==> src/rtl/psq_pkg.sv <==
package psq_pkg;

  localparam int TMW = 5;

  typedef enum logic [1:0] {
    ST_IDLE,
    ST_DELAY,
    ST_PULSE,
    ST_WAIT
  } seq_st_t;

  typedef struct packed {
    logic [TMW-1:0] dly;
    logic [TMW-1:0] wid;
  } strobe_tm_t;

  // Width doubles across the low two select bits (x1, x2, x2, x4) from a base
  // of 4 or 2; the delay is the width plus 2 or plus 1.
  function automatic strobe_tm_t tm_lookup(input logic [2:0] sel);
    strobe_tm_t r;
    logic [TMW-1:0] base;
    base = sel[2] ? TMW'(2) : TMW'(4);
    case (sel[1:0])
      2'b00:   r.wid = base;
      2'b11:   r.wid = base << 2;
      default: r.wid = base << 1;
    endcase
    r.dly = r.wid + (sel[2] ? TMW'(1) : TMW'(2));
    return r;
  endfunction

endpackage

==> src/rtl/psq_fifo.sv <==
module psq_fifo #(
  parameter int DEPTH = 83,
  parameter int DW    = 8,
  parameter int CW    = $clog2(DEPTH + 1)
) (
  input  logic          clk,
  input  logic          rst,
  input  logic          clr,
  input  logic          wr,
  input  logic [DW-1:0] wdata,
  input  logic          rd,
  output logic [DW-1:0] rdata,
  output logic [CW-1:0] count,
  output logic          full,
  output logic          empty
);
  localparam int AW = (DEPTH > 1) ? $clog2(DEPTH) : 1;

  logic [DW-1:0] mem [DEPTH];
  logic [AW-1:0] wp, rp;
  logic          wr_ok, rd_ok;

  assign full  = (count == CW'(DEPTH));
  assign empty = (count == '0);
  assign wr_ok = wr & ~full & ~clr;
  assign rd_ok = rd & ~empty & ~clr;

  function automatic logic [AW-1:0] bump(input logic [AW-1:0] p);
    return (p == AW'(DEPTH - 1)) ? '0 : p + 1'b1;
  endfunction

  // storage without reset so it maps onto block RAM
  always_ff @(posedge clk) begin
    if (wr_ok) mem[wp] <= wdata;
  end

  always_ff @(posedge clk) begin
    if (rst) begin
      rdata <= '0;
    end else if (rd_ok) begin
      rdata <= mem[rp];
    end
  end

  always_ff @(posedge clk) begin
    if (rst || clr) begin
      wp    <= '0;
      rp    <= '0;
      count <= '0;
    end else begin
      if (wr_ok) wp <= bump(wp);
      if (rd_ok) rp <= bump(rp);
      case ({wr_ok, rd_ok})
        2'b10:   count <= count + 1'b1;
        2'b01:   count <= count - 1'b1;
        default: count <= count;
      endcase
    end
  end

endmodule

==> src/rtl/psq_seq.sv <==
module psq_seq
  import psq_pkg::*;
(
  input  logic       clk,
  input  logic       rst,
  input  logic       en,
  input  logic       empty,
  input  logic [2:0] tsel,
  input  logic       hs_busy_sel,
  input  logic       busy,
  input  logic       ack_n,
  output logic       pop,
  output logic       strobe_n
);
  seq_st_t        st;
  logic [TMW-1:0] cnt, wid_q;
  logic           ack_q;
  logic           hs_done;
  strobe_tm_t     tm;

  always_comb tm = tm_lookup(tsel);

  assign hs_done = hs_busy_sel ? ~busy : (ack_q & ~ack_n);
  assign pop     = en & (st == ST_IDLE) & ~empty;

  always_ff @(posedge clk) begin
    if (rst) begin
      st       <= ST_IDLE;
      cnt      <= '0;
      wid_q    <= '0;
      strobe_n <= 1'b1;
      ack_q    <= 1'b1;
    end else begin
      ack_q <= ack_n;
      if (!en) begin
        st       <= ST_IDLE;
        cnt      <= '0;
        strobe_n <= 1'b1;
      end else begin
        case (st)
          ST_IDLE: if (pop) begin
            cnt   <= tm.dly - TMW'(1);
            wid_q <= tm.wid;
            st    <= ST_DELAY;
          end
          ST_DELAY: if (cnt == '0) begin
            strobe_n <= 1'b0;
            cnt      <= wid_q - TMW'(1);
            st       <= ST_PULSE;
          end else begin
            cnt <= cnt - 1'b1;
          end
          ST_PULSE: if (cnt == '0) begin
            strobe_n <= 1'b1;
            st       <= ST_WAIT;
          end else begin
            cnt <= cnt - 1'b1;
          end
          ST_WAIT: if (hs_done) st <= ST_IDLE;
          default: st <= ST_IDLE;
        endcase
      end
    end
  end

endmodule

==> src/rtl/prn_strobe_fifo.sv <==
module prn_strobe_fifo #(
  parameter int DEPTH = 83,
  parameter int DW    = 8,
  parameter int CW    = $clog2(DEPTH + 1)
) (
  input  logic          clk,
  input  logic          rst,
  input  logic          host_wr,
  input  logic [DW-1:0] host_data,
  input  logic          fifo_on,
  input  logic [2:0]    tsel,
  input  logic          hs_busy_sel,
  input  logic          prn_busy,
  input  logic          prn_ack_n,
  output logic [DW-1:0] prn_data,
  output logic          prn_strobe_n,
  output logic          fifo_full,
  output logic          fifo_empty,
  output logic [CW-1:0] fifo_cnt,
  output logic          fifo_off
);
  logic pop_w;

  always_ff @(posedge clk) begin
    if (rst) fifo_off <= 1'b1;
    else     fifo_off <= ~fifo_on;
  end

  psq_fifo #(.DEPTH(DEPTH), .DW(DW), .CW(CW)) store_i (
    .clk   (clk),
    .rst   (rst),
    .clr   (~fifo_on),
    .wr    (host_wr),
    .wdata (host_data),
    .rd    (pop_w),
    .rdata (prn_data),
    .count (fifo_cnt),
    .full  (fifo_full),
    .empty (fifo_empty)
  );

  psq_seq seq_i (
    .clk         (clk),
    .rst         (rst),
    .en          (fifo_on),
    .empty       (fifo_empty),
    .tsel        (tsel),
    .hs_busy_sel (hs_busy_sel),
    .busy        (prn_busy),
    .ack_n       (prn_ack_n),
    .pop         (pop_w),
    .strobe_n    (prn_strobe_n)
  );

endmodule

==> config.mk <==
export PLATFORM = sky130hd
export DESIGN_NAME = prn_strobe_fifo
export DESIGN_NICKNAME = d
export VERILOG_FILES = /design/src/rtl/psq_pkg.sv /design/src/rtl/psq_fifo.sv /design/src/rtl/psq_seq.sv /design/src/rtl/prn_strobe_fifo.sv
export SDC_FILE = /design/constraint.sdc
export NUM_CORES = 1
export LEC_CHECK = 0
export BUFFER_PORTS_ARGS = -buffer_cell sky130_fd_sc_hd__buf_4
export CAP_MARGIN = 20
export CORE_ASPECT_RATIO = 1.5
export CORE_MARGIN = 1.5
export CORE_UTILIZATION = 50
export DETAILED_ROUTE_END_ITERATION = 8
export GPL_TIMING_DRIVEN = 0
export PLACE_DENSITY = 0.68
export SLEW_MARGIN = 15
export SYNTH_ARGS = -nofsm -noshare
export SYNTH_HDL_FRONTEND = slang
export SYNTH_SLANG_ARGS = --single-unit
==> constraint.sdc <==
create_clock -name clk -period 3.19 [get_ports clk]
set_input_delay 0.319 -clock clk [delete_from_list [all_inputs] [get_ports clk]]
set_output_delay 0.319 -clock clk [all_outputs]
set_load 0.02 [all_outputs]
Yosys cells after proc, flatten, opt, wreduce, memory -nomap -nowiden
Memories as Yosys holds them, arrays and structs flattened. A register that Yosys moved wholly into a read port is not among the register bits.
Index checks and enable logic that the tools add are counted.

storage, ports and cells
  bits in registers = 36
  bits in latches = 0
  bits in writable memories = 664
  ROM bits = 0
  bits of input ports = 18
  output and inout bits = 19
  logic and storage cells = 78
  memories kept = 1

cells by class
  add/sub/neg operators = 8
  $mul = 0
  div/mod/pow operators = 0
  $lt $le $gt $ge = 0
  equal/unequal tests = 14
  shifts and indexed selects = 0
  multiplexer cells = 21
  bitwise operators = 12
  reduce and logical (&&, ||, !) cells = 13

memory list
  name         words  bits a word  rd ports  clocked after Yosys merged registers in  write ports  line            source
  store_i.mem  83     8            1         1                                        1            psq_fifo.sv:19  logic [DW-1:0] mem [DEPTH];

operators by type and width
  kind                   number
  $add A7 B1 Y7 const B  3
  $eq A7 B7 Y1 const B   3
  $mux W5                3
  $pmux W5 S3            1
  $sub A5 B1 Y5 const B  3
  $mux W7                2
  $pmux W7 S2            1
  $mux W2                5
  $pmux W5 S2            1
  $reduce_and A3 Y1      3
  $eq A2 B2 Y1 const B   4
  $pmux W2 S4            1
  $and A1 B1 Y1          7
  $logic_not A7 Y1       1
  $sub A7 B1 Y7 const B  1
  $ne A2 B1 Y1 const B   3
  $add A5 B5 Y5          1
  $logic_not A5 Y1       1
  $mux W1                5
  $not A1 Y1             5
  $eq A2 B1 Y1 const B   2
  $logic_not A2 Y1       2
  $ne A2 B2 Y1 const B   2
  $reduce_and A4 Y1      1
  6 further kinds        7

Depth between registers and ports, before layout
Gate-level depths: netlist of run 1.

  depth in word-level cells = 7
  mapped depth = 14
  depth with buffers taken out = 13

Hierarchy
A second synthesis of run 1 with hierarchy kept.

unflattened totals
  cell total of the unflattened synthesis = 1567
  area, all modules = 28441.0 um^2

by module, submodules not included
  module           instances  cells each  area each (um^2)  sequential area each (um^2)
  psq_fifo         1          1455        27476.4           20519.7
  psq_seq          1          109         934.6             260.2
  prn_strobe_fifo  1          3           30.0              20.0

Worst setup path before layout of run 1
Ideal clock, no wire load.

  path kind = register -> register
  from = register store_i.count[0]
  to = register store_i.count[6]
  library setup time = 0.070 ns
  arrival = 3.477 ns
  data required time = 3.120 ns
  setup slack = -0.357 ns
  stages on the path, launching flop included = 13
  path buffers = 1
  clock period less this slack = 3.547 ns
  cells stage by stage = dfxtp_1 > or4_1 > o211ai_2 > inv_2 > clkbuf_1 > ha_1 > ha_1 > nor2b_1 > o21ai_0 > a21boi_0 > or4_1 > a31o_2 > a21oi_1

between the ends
  word-level cells in the longest chain between the ends = 7
  elaborated cells on any way between the ends = 15
  classes of those cells = add/sub: 2; eq/ne: 3; mux: 1; bitwise: 7; reduce/logical: 2

RTL lines
  item                                               line                           source
  from (decl)                                        psq_fifo.sv:13                 output logic [CW-1:0] count,
  from (signal assigned)                             psq_fifo.sv:54                 2'b10: count <= count + 1'b1;
  from (signal assigned)                             psq_fifo.sv:55                 2'b01: count <= count - 1'b1;
  from (signal assigned)                             psq_fifo.sv:56                 default: count <= count;
  $logic_not A7 Y1 (*)                               psq_fifo.sv:24                 assign empty = (count == '0);
  $not A1 Y1 (*)                                     psq_fifo.sv:26, psq_seq.sv:24
  $and A1 B1 Y1                                      psq_seq.sv:24                  assign pop = en & (st == ST_IDLE) & ~empty;
  $and A1 B1 Y1 (*) (2 in series)                    psq_fifo.sv:26                 assign rd_ok = rd & ~empty & ~clr;
  net store_i.rd_ok                                  psq_fifo.sv:21                 logic wr_ok, rd_ok;
  $eq A2 B1 Y1 or $eq A2 B2 Y1 (tied branches)       psq_fifo.sv:53                 case ({wr_ok, rd_ok})
  $pmux W7 S2 or $reduce_bool A2 Y1 (tied branches)  -

The timed path passes the listed nets; every way through them passes the cells marked *.
A chain may end at the register's enable or synchronous reset.

==> qor.yml, run 1 <==
floorplanning:
  rows: 106
  die-area_mm2: 0.0584
  start_util_pct: 50.9
  die_width_um: 198
  pin_count: 37
  die_y_um: 295
  coreArea_mm2: 0.0560
finish:
  finalNetCount: 1752
  areaGrowthSynthToFinish_pct: 12.4
  layout_common_cells: "664 x edfxtp_1, 121 x nor2_1, 119 x mux4_2"
  final_cells: 2521
  fin_util_pct: 57.2
  antenna_cells: 0
  layout_commonest_cell: "edfxtp_1"
  drive_gt1_share_pct: 21.1
drt:
  drt_pass1_iterations: 5
  drt_wl_total_um: 74600
  drcViolationCount: 0
  post_drt_wl_per_cell_um: 29.6
  num_vias: 15444
  vias_per_cell: 6.13
  postRouteAntennaNets: 0
  drt_iter0_markers: 1642
critical_path:
  rr_endpoint: "store_i.rdata[4]"
  critPathKind: "flip-flop to flip-flop"
  cpMaxStageDelayCell: "buf_2"
  crit_arrival_ps: 3600
  crit_path_max_incr_delay_ps: 430
  crit_chain: "buf_2 -> buf_4 -> buf_4 -> buf_2 -> buf_2 -> mux2i_1 -> o22ai_1 -> a211oi_1 -> nor3_1"
  start_kind: "flip-flop"
  cp-end-kind: "flip-flop"
  rr_startpoint: "store_i.rp[2]"
  ff2ff_path_depth: 9
  crit_path_frequent_cell: "buf_2"
  crit_required_ps: 3660
  r2r_setup_slack_ps: 50
  path_max_fanout: 10
clock_tree:
  clkLatencyLatePin_ps: 620
  htreeDepth: 2
  tritoncts: "yes"
  clkTransAtPathRegs_ps: 70
  cts_sinks: 707
  cts_buffer_depth: 3
  cts-root-buf: "clkbuf_16"
  numCtsBuffers: 60
worst_hold_path:
  hold_path_startpoint: "tsel[2]"
  whs_path_depth: 4
  hp-class: "input pin to flip-flop"
  holdPathEnd: "seq_i.cnt[4]"
grt:
  top_usage_layer: "met2"
  first_global_vias: 15743
  grtUsageTotal_pct: 26.1
  met3_usage_pct: 3.91
  antenna_found_initial: 0
  grt_max_degree: 84
  grt_use_met1_pct: 30.3
  grt.met2_usage_pct: 45.4
  grt_overflow_total: 0
  grt_pass1_wl_um: 107000
placement:
  placed_cells: 2402
  dp_hpwl_um: 49900
  routabilityCongestion: 0.995
  io_buffers: 36
timing:
  finalClockSkew_ps: 21.3
  period_share_pct: 98.3
  hold_viol: 0
  whs_ps: 129
  clock.fmax_mhz: 319
  grt_setup_unrepaired: "no"
  period_minus_slack_ps: 3140
  setup_tns_ps: 0
  tightest_slew_ps: 1210
  slew_viol_final: 0
  slew_headroom_pct: 18.9
  finalSetupViolCount: 0
logic_synthesis:
  yosysSeqAreaShare_pct: 73.1
  postSynthNetCount: 1648
  avgSynthCellArea_um2: 17.7
  synth_area_mm2: 0.0285
  synth_warnings: 0
  ys.flop_type: "edfxtp_1"
  ys_types: 63
  netlist_instances: 1610
  synth_top_area_share_pct: 70.0
  ys_seq_elements: 707
  async_flop_share_pct: 0
  yosys.area.top_type: "edfxtp_1"
  synth_edf_count: 664
  synthTopCellsByArea: "edfxtp_1 70%, mux4_2 9.4%, mux2i_1 3.6%"
status:
  status: "finished, final reports clean"
power_and_ir_drop:
  power.density_mw_per_mm2: 566
  max-vdd-ir-drop_mv: 0.506
  power.leakage_uw: 0.00971
flow_run:
  cap_violations: 0
logic make-up (layout without fill, tap and decap cells):
logic type	after synthesis	count (layout)	synth area share, %
adder cells (fa/ha/maj)	20	20	0.905
buffers and inverters	107	262	2.00
multiplexers	238	238	13.7
XOR/XNOR	16	16	0.492
flip-flops	707	707	73.1
AO/OA/AOI/OAI	177	177	4.16
AND/OR/NAND/NOR	345	345	5.66
timing repair:
item,4_1_cts,5_1_grt
buffers inserted,3,4
endpoints found under the setup margin,611,10
pin swaps,3,5
resized for setup,55,18
hold buffers,3,0
endpoints found under the hold margin,3,0
gates cloned,0,0
Yosys cell counts (4+ instances only):
cell type / count
a2111oi_0: 7
a21oi_1: 40
nand2b_1: 4
o21ai_0: 28
mux2i_1: 102
mux2_2: 16
nand2_1: 66
clkbuf_1: 32
inv_1: 21
a211oi_1: 27
buf_4: 16
xor2_1: 9
or2_2: 4
o22ai_1: 10
nor3_1: 16
and2_1: 5
or4_1: 7
mux4_2: 119
nand4_1: 15
nand3_1: 34
dfxtp_1: 43
xnor2_1: 7
or3_1: 4
nor3b_1: 5
nand3b_1: 6
a22oi_1: 35
ha_1: 19
buf_2: 25
nor2b_1: 28
buf_6: 8
nor2_1: 142
edfxtp_1: 664
per-layer routing:
metal | vias to the layer above | share of wire [%]
met5 | - | 0
met4 | 0 | 7.0
met3 | 215 | 6.8
met2 | 737 | 51
met1 | 7861 | 35
li1 | 6631 | -
state kept, by name (all words and copies together) (netlist names):
signal and flops:
store_i.mem 664, store_i.rdata 8, store_i.count 7, store_i.rp 7, store_i.wp 7, seq_i.cnt 5
seq_i.wid_q 4, seq_i.st 2, fifo_off 1, seq_i.ack_q 1, seq_i.strobe_n 1
worst max path at each step:
stage | to | from
after floorplan | store_i.count[6] | store_i.count[1]
after global placement | store_i.mem[54][5] | store_i.count[5]
after detailed placement | store_i.mem[54][5] | store_i.count[2]
after CTS | store_i.rdata[3] | store_i.rp[1]
after global routing | store_i.rdata[3] | store_i.rp[1]
final | store_i.rdata[4] | store_i.rp[2]
power breakdown:
part,internal [uW],total [uW],switching [uW]
clock,4110,7350,3240
sequential,10100,10200,15.4
combinational,197,608,411
per-stage QoR:
stage               area [um2]  worst slack (ps)  total power (uW)
CTS                      31900              11.7             18200
global placement         29700              -488             10900
floorplan                28500              55.5             10600
detailed placement       29700              -605             11000
finish                   32000              53.5             18100
global route             32000              8.64             18500
worst max-delay path, delay by kind of cell, from the launching register on:
| family | cells | cell delay [ps] |
|---|---|---|
| AO/OA/AOI/OAI | 2 | 360 |
| AND/OR/NAND/NOR | 1 | 70 |
| flip-flops | 1 | 370 |
| buffers and inverters | 5 | 1810 |
| multiplexers | 1 | 350 |
final cells by class:
type / count / area, um2
fillers: 4249 / 24000
flip-flops and latches: 707 / 20800
multi-input cells: 796 / 7310
clock buffers: 72 / 1590
well taps: 756 / 946
plain buffers: 81 / 529
clock inverters: 41 / 387
repair buffers: 46 / 353
inverters: 22 / 87.6
No activity file was read; power rests on OpenSTA's default activity.
==> run 2: changes to the inputs <==
CELL_PAD_IN_SITES_DETAIL_PLACEMENT = 0   (was default)
CELL_PAD_IN_SITES_GLOBAL_PLACEMENT = 1   (was default)
CORE_UTILIZATION = 49   (was 50)
PLACE_DENSITY = default   (was 0.68)
PLACE_DENSITY_LB_ADDON = 0.1   (was default)
==> run 2 against run 1 <==
Global-route usage rose by 1.1 points. Register-to-register slack got worse by 30 ps. Sequential power barely moved. Maximum frequency fell by 1.1%. Wire length rose by 6.2%. First-iteration DRC count fell by 19%. Clock power rose by 11%. Cell count rose by 1.2%. Power rose by 4.3%. Setup slack got worse by 35 ps. Via count barely moved.
==> qor.yml, run 2 (same netlist as run 1, synthesis figures left out) <==
critical_path:
  ff2ff_path_depth: 8  # -1
  cpMaxStageDelayCell: "mux4_2"
  crit_required_ps: 3670  # about the same
  start_kind: "flip-flop"
  crit_arrival_ps: 3650  # +50 ps
  crit_chain: "buf_2 -> buf_4 -> buf_4 -> mux4_2 -> mux2i_1 -> o21ai_0 -> a211oi_2 -> nor3_1"
  crit_path_max_incr_delay_ps: 530  # +100 ps
  path_max_fanout: 10  # unchanged
  cp-end-kind: "flip-flop"
  crit_path_frequent_cell: "buf_4"
  critPathKind: "flip-flop to flip-flop"
clock_tree:
  cts_buffer_depth: 3  # unchanged
  clkLatencyLatePin_ps: 630  # about the same
  tritoncts: "yes"
  numCtsBuffers: 68  # +13%
  clkTransAtPathRegs_ps: 60  # about the same
  cts_sinks: 707  # unchanged
  cts-root-buf: "clkbuf_16"
  htreeDepth: 3  # +1
drt:
  num_vias: 15455  # +0.071%
  drcViolationCount: 0  # unchanged
  drt_pass1_iterations: 7  # +2
  post_drt_wl_per_cell_um: 31.1  # +5.0%
  postRouteAntennaNets: 0  # unchanged
  vias_per_cell: 6.06  # -1.1%
  drt_wl_total_um: 79300  # +6.2%
  drt_iter0_markers: 1331  # -19%
finish:
  layout_common_cells: "664 x edfxtp_1, 119 x mux4_2, 108 x nor2_1"
  largest_reg_flops: 664  # unchanged
  multi_input_area_mm2: 0.00732  # +0.14%
  seq_area_mm2: 0.0208  # unchanged
  top_register: "store_i.mem"
  areaGrowthSynthToFinish_pct: 13.6
  fin_area_mm2: 0.0323  # +1.0%
  reg_top3: "store_i.mem: 664 flops, store_i.rdata: 8 flops"
  finalNetCount: 1763  # +0.63%
  drive_gt1_share_pct: 22.5  # +1.4 points
  layout_commonest_cell: "edfxtp_1"
  antenna_cells: 0  # unchanged
  fill_cells: 4547  # +7.0%
  final_cells: 2550  # +1.2%
flow_run:
  cap_violations: 0  # unchanged
grt:
  antenna_found_initial: 1  # +1
  grt_max_degree: 84  # unchanged
  first_global_vias: 15599  # -0.91%
  grt_pass1_wl_um: 112000  # +4.3%
  grtUsageTotal_pct: 27.2  # +1.1 points
  grt_overflow_total: 0  # unchanged
floorplanning:
  die_y_um: 298  # +1.0%
  start_util_pct: 49.3  # -1.5 points
  die_width_um: 200  # +1.0%
  die-area_mm2: 0.0596  # +2.0%
  rows: 108  # +1.9%
  pin_count: 37  # unchanged
  coreArea_mm2: 0.0577  # +3.1%
timing:
  setup_slack_ps: 18.5  # -35.0 ps
  hold_viol: 0  # unchanged
  period_share_pct: 99.4  # +1.1 points
  slew_viol_final: 0  # unchanged
  period_minus_slack_ps: 3170  # +35.0 ps
  grt_setup_unrepaired: "yes"
  finalClockSkew_ps: 23.2  # +1.86 ps
  whs_ps: 132  # +2.99 ps
  clock.fmax_mhz: 315  # -1.1%
  slew_headroom_pct: 30.3  # +11 points
  finalSetupViolCount: 0  # unchanged
  tightest_slew_ps: 1040  # -168 ps
placement:
  dp_hpwl_um: 52500  # +5.2%
  place_area_mm2: 0.0298  # +0.20%
  io_buffers: 36  # unchanged
  placed_cells: 2419  # +0.71%
  routabilityCongestion: 0.937  # -5.8%
  dp_slack_ps: -677  # -72.3 ps
power_and_ir_drop:
  max-vdd-ir-drop_mv: 0.486  # -3.9%
  power.density_mw_per_mm2: 585  # +3.3%
  power.leakage_uw: 0.00983  # +1.2%
worst_hold_path:
  whs_path_depth: 4  # unchanged
  hp-class: "input pin to flip-flop"
status:
  status: "finished, final reports clean"
-- run 2: changes by cell type in the layout (fill, tap and decap cells not counted), sizes merged --
cell      previous run  this run
clkinvlp             0         3
inv                 22        25
clkbuf             103       127
buf                 93        95
bufinv               7         5
clkinv              34        19
-- run 2: metal layers --
| metal | wire (um) | up-vias | part of all wire, % | track usage [%] |
|---|---|---|---|---|
| li1 | - | 6665 | - | - |
| met1 | 30000 | 8068 | 38 | 33.6 |
| met2 | 41700 | 562 | 53 | 47.7 |
| met3 | 4370 | 160 | 5.5 | 3.87 |
| met4 | 3230 | 0 | 4.1 | 11.1 |
| met5 | 0 | - | 0 | 0 |
-- run 2: final timing paths --
kind,slack [ps],startpoint,endpoint
worst min register to register,500,seq_i.cnt[1],seq_i.cnt[1]
worst max-delay path,20,store_i.rp[1],store_i.rdata[4]
worst max register to register,20,store_i.rp[1],store_i.rdata[4]
worst min-delay path,130,tsel[2],seq_i.cnt[4]
-- run 2: cell type report --
class                           count  share of cell area, %
Buffer                             83                   1.69
Clock buffer                       95                   5.93
Clock inverter                     30                  0.956
Inverter                           22                  0.271
Multi-Input combinational cell    796                   22.7
Sequential cell                   707                   64.4
Tap cell                          770                   2.98
Timing Repair Buffer               47                   1.17
-- run 2: per-stage QoR --
stage / utilization, % / TNS (ps) / total power, uW
4_1_cts: 55.9 / 0 / 19000
3_5_place_dp: 51.6 / -169880 / 11000
2_1_floorplan: - / 0 / 10600
6_report: 56.0 / 0 / 18900
3_3_place_gp: 51.5 / -208910 / 11000
5_1_grt: 56.0 / -119 / 19400
-- run 2: worst max-delay path, delay by kind of cell, from the launching register on --
kind	cells	cell delay, ps
simple gates	1	90
compound gates	2	690
mux	2	880
flops	1	480
buf+inv	3	860
-- run 2: repair_timing --
| action | 4_1_cts | 5_1_grt |
|---|---|---|
| pin swaps | 2 | 2 |
| cloned | 0 | 0 |
| endpoints found under the hold margin | 3 | 0 |
| hold buffers | 3 | 0 |
| buffers inserted | 4 | 1 |
| gates resized for setup | 75 | 10 |
| endpoints found under the setup margin | 444 | 8 |
-- run 2: power by group --
part           total, uW  internal, uW  leakage (uW)  switching [uW]
Combinational        617           197       0.00243             419
Clock               8130          4640       0.00108            3490
Sequential         10200         10200       0.00632            16.1
==> run 3: changes to the inputs <==
CORE_UTILIZATION = 30   (was 49)
==> run 3 against run 2 <==
The flow now finishes with violations (setup timing). Highest routed layer unchanged. Maximum frequency down 2.7%. Largest power group unchanged. Register-to-register slack worse by 90 ps. Flip-flop and latch count unchanged. Utilization down 21 points. Clock-buffer cell count down 6. Critical path depth down 1.
==> qor.yml, run 3 (same netlist as run 1, synthesis figures left out) <==
status:
  status: "finished, violations left"
  violations: "setup timing"
finish:
  finalNetCount: 1768  # +0.28%
  largest_reg_flops: 664  # unchanged
  top_register: "store_i.mem"
  reg_top3: "store_i.mem: 664 flops, store_i.rdata: 8 flops"
  drive_gt1_share_pct: 23.4  # +0.89 points
  layout_common_cells: "664 x edfxtp_1, 119 x mux4_2, 101 x nor2_1"
  areaGrowthSynthToFinish_pct: 16.2
  layout_commonest_cell: "edfxtp_1"
  fin_util_pct: 35.1  # -21 points
timing:
  hold_viol: 0  # unchanged
  setup_slack_ps: -71.1  # -89.6 ps
  finalSetupViolCount: 3  # +3
  clock.fmax_mhz: 307  # -2.7%
  period_minus_slack_ps: 3260  # +89.6 ps
  tightest_slew_ps: 1110  # +68.3 ps
  grt_setup_unrepaired: "yes"
  period_share_pct: 102  # +2.8 points
  slew_viol_final: 0  # unchanged
  finalClockSkew_ps: 27.1  # +3.93 ps
  slew_headroom_pct: 25.9  # -4.4 points
placement:
  routabilityCongestion: 0.858  # -8.5%
  io_buffers: 36  # unchanged
  dp_hpwl_um: 62800  # +20%
  dp_slack_ps: -925  # -248 ps
drt:
  drt_iter0_markers: 1117  # -16%
  drcViolationCount: 0  # unchanged
  drt_pass1_iterations: 7  # unchanged
  drt_wl_total_um: 93500  # +18%
  vias_per_cell: 5.01  # -17%
  post_drt_wl_per_cell_um: 30.7  # -1.3%
  postRouteAntennaNets: 0  # unchanged
  num_vias: 15263  # -1.2%
power_and_ir_drop:
  max-vdd-ir-drop_mv: 0.348  # -28%
  combPwrFrac_pct: 3.5  # +0.2 points
  p_int_uw: 14800  # -1.2%
  clkPwrFrac_pct: 42.9  # about the same
  switching_power_uw: 4160  # +6.0%
  switching_share_pct: 21.9  # +1.2 points
  power.density_mw_per_mm2: 573  # -2.0%
  seqPwrFrac_pct: 53.6  # -0.2 points
  power.leakage_uw: 0.00985  # +0.26%
critical_path:
  crit_arrival_ps: 3830  # +180 ps
  crit_family: "simple AND/OR/NAND/NOR gates"
  start_kind: "flip-flop"
  cp.buffers_inverters: 1  # -2
  critPathKind: "flip-flop to flip-flop"
  rr_endpoint: "store_i.rdata[1]"
  cpMaxStageDelayCell: "nor3_1"
  path_max_fanout: 10  # unchanged
  crit_chain: "clkbuf_1 -> nand2_1 -> nor3_1 -> a22oi_2 -> nand4_1 -> a211oi_4 -> nor3_1"
  crit_required_ps: 3760  # +90 ps
  crit_path_frequent_cell: "nor3_1"
  ff2ff_path_depth: 7  # -1
  cp-end-kind: "flip-flop"
  crit_path_max_incr_delay_ps: 760  # +230 ps
  r2r_setup_slack_ps: -70  # -90 ps
  rr_startpoint: "store_i.rp[3]"
  cp_num_cells: 7  # -1
floorplanning:
  rows: 138  # +28%
  die_width_um: 255  # +27%
  die_y_um: 380  # +28%
  start_util_pct: 30.2  # -19 points
  pin_count: 37  # unchanged
  coreArea_mm2: 0.0943  # +63%
  die-area_mm2: 0.0968  # +62%
clock_tree:
  htreeDepth: 3  # unchanged
  cts_sinks: 707  # unchanged
  tritoncts: "yes"
  cts_buffer_depth: 3  # unchanged
  clkLatencyLatePin_ps: 670  # +40 ps
  clkTransAtPathRegs_ps: 70  # about the same
  numCtsBuffers: 72  # +5.9%
  cts-root-buf: "clkbuf_16"
worst_hold_path:
  hold_path_startpoint: "tsel[2]"
  whs_path_depth: 4  # unchanged
  holdPathEnd: "seq_i.cnt[4]"
  hp-class: "input pin to flip-flop"
grt:
  grt_overflow_total: 0  # unchanged
  first_global_vias: 15959  # +2.3%
  grt_max_degree: 84  # unchanged
  grt_pass1_wl_um: 128000  # +15%
  grtUsageTotal_pct: 19.5  # -7.7 points
  antenna_found_initial: 0  # -1
flow_run:
  cap_violations: 0  # unchanged
==> run 3: changes by cell type in the layout (fill, tap and decap cells not counted), moves of 4 or more <==
cell / delta
buf_2: -4
buf_6: +5
clkbuf_1: -5
clkbuf_8: -4
clkinv_1: +9
clkinv_2: +6
nor2_1: -7
nor2_4: +6
==> run 3: timing repair <==
action / in CTS / in global routing
resized for setup: 98 / 13
endpoints found under the setup margin: 524 / 9
buffers inserted: 5 / 0
endpoints found under the hold margin: 3 / 0
hold buffers: 3 / 0
pin swaps: 2 / 4
==> run 3: final cells by class <==
type / count / area (um2)
Fill cell: 8996 / 61200
Sequential cell: 707 / 20800
Multi-Input combinational cell: 796 / 7410
Clock buffer: 89 / 1920
Tap cell: 1260 / 1580
Buffer: 82 / 577
Timing Repair Buffer: 49 / 414
Clock inverter: 40 / 288
Inverter: 22 / 87.6
Antenna cell: 2 / 5.00
==> run 3: worst max-delay path by stage <==
stage	endpoint	from
floorplan	store_i.count[6]	store_i.count[1]
global placement	store_i.mem[17][0]	store_i.count[2]
detailed placement	store_i.rdata[1]	store_i.rp[1]
CTS	store_i.rdata[1]	store_i.rp[0]
global route	store_i.rdata[1]	store_i.rp[1]
finish	store_i.rdata[1]	store_i.rp[3]
==> run 3: worst reg2reg max path: stages, from the launching register on <==
cell      delay (ps)
dfxtp_1          590
clkbuf_1         580
nand2_1          350
nor3_1           760
a22oi_2          360
nand4_1          260
a211oi_4          70
nor3_1           190
==> run 3: routing by layer <==
| layer | part of all wire (%) | track usage [%] |
|---|---|---|
| met2 | 55 | 36.7 |
| met5 | 0 | 0 |
| met1 | 38 | 22.0 |
| met3 | 3.1 | 2.69 |
| met4 | 3.3 | 6.98 |
==> run 3: power by group through the flow <==
stage	logic (uW)	clock network (uW)	registers, uW
2_1_floorplan	282	0	10400
3_3_place_gp	646	0	10400
3_5_place_dp	658	0	10400
4_1_cts	676	8330	10200
5_1_grt	712	8640	10200
6_report	664	8140	10200
==> run 3: metrics by stage <==
| stage | total power [uW] | cell area, um2 | cells | TNS (ps) | hold WS, ps |
|---|---|---|---|---|---|
| after floorplan | 10600 | 28500 | 1610 | 0 | 397 |
| after global placement | 11000 | 30400 | 2906 | -386690 | 481 |
| after detailed placement | 11000 | 30400 | 2910 | -225380 | 477 |
| after CTS | 19200 | 33000 | 3045 | 0 | 28.6 |
| after global routing | 19500 | 33100 | 3045 | -22.0 | 88.1 |
| final | 19000 | 33100 | 3047 | -101 | 78.0 |
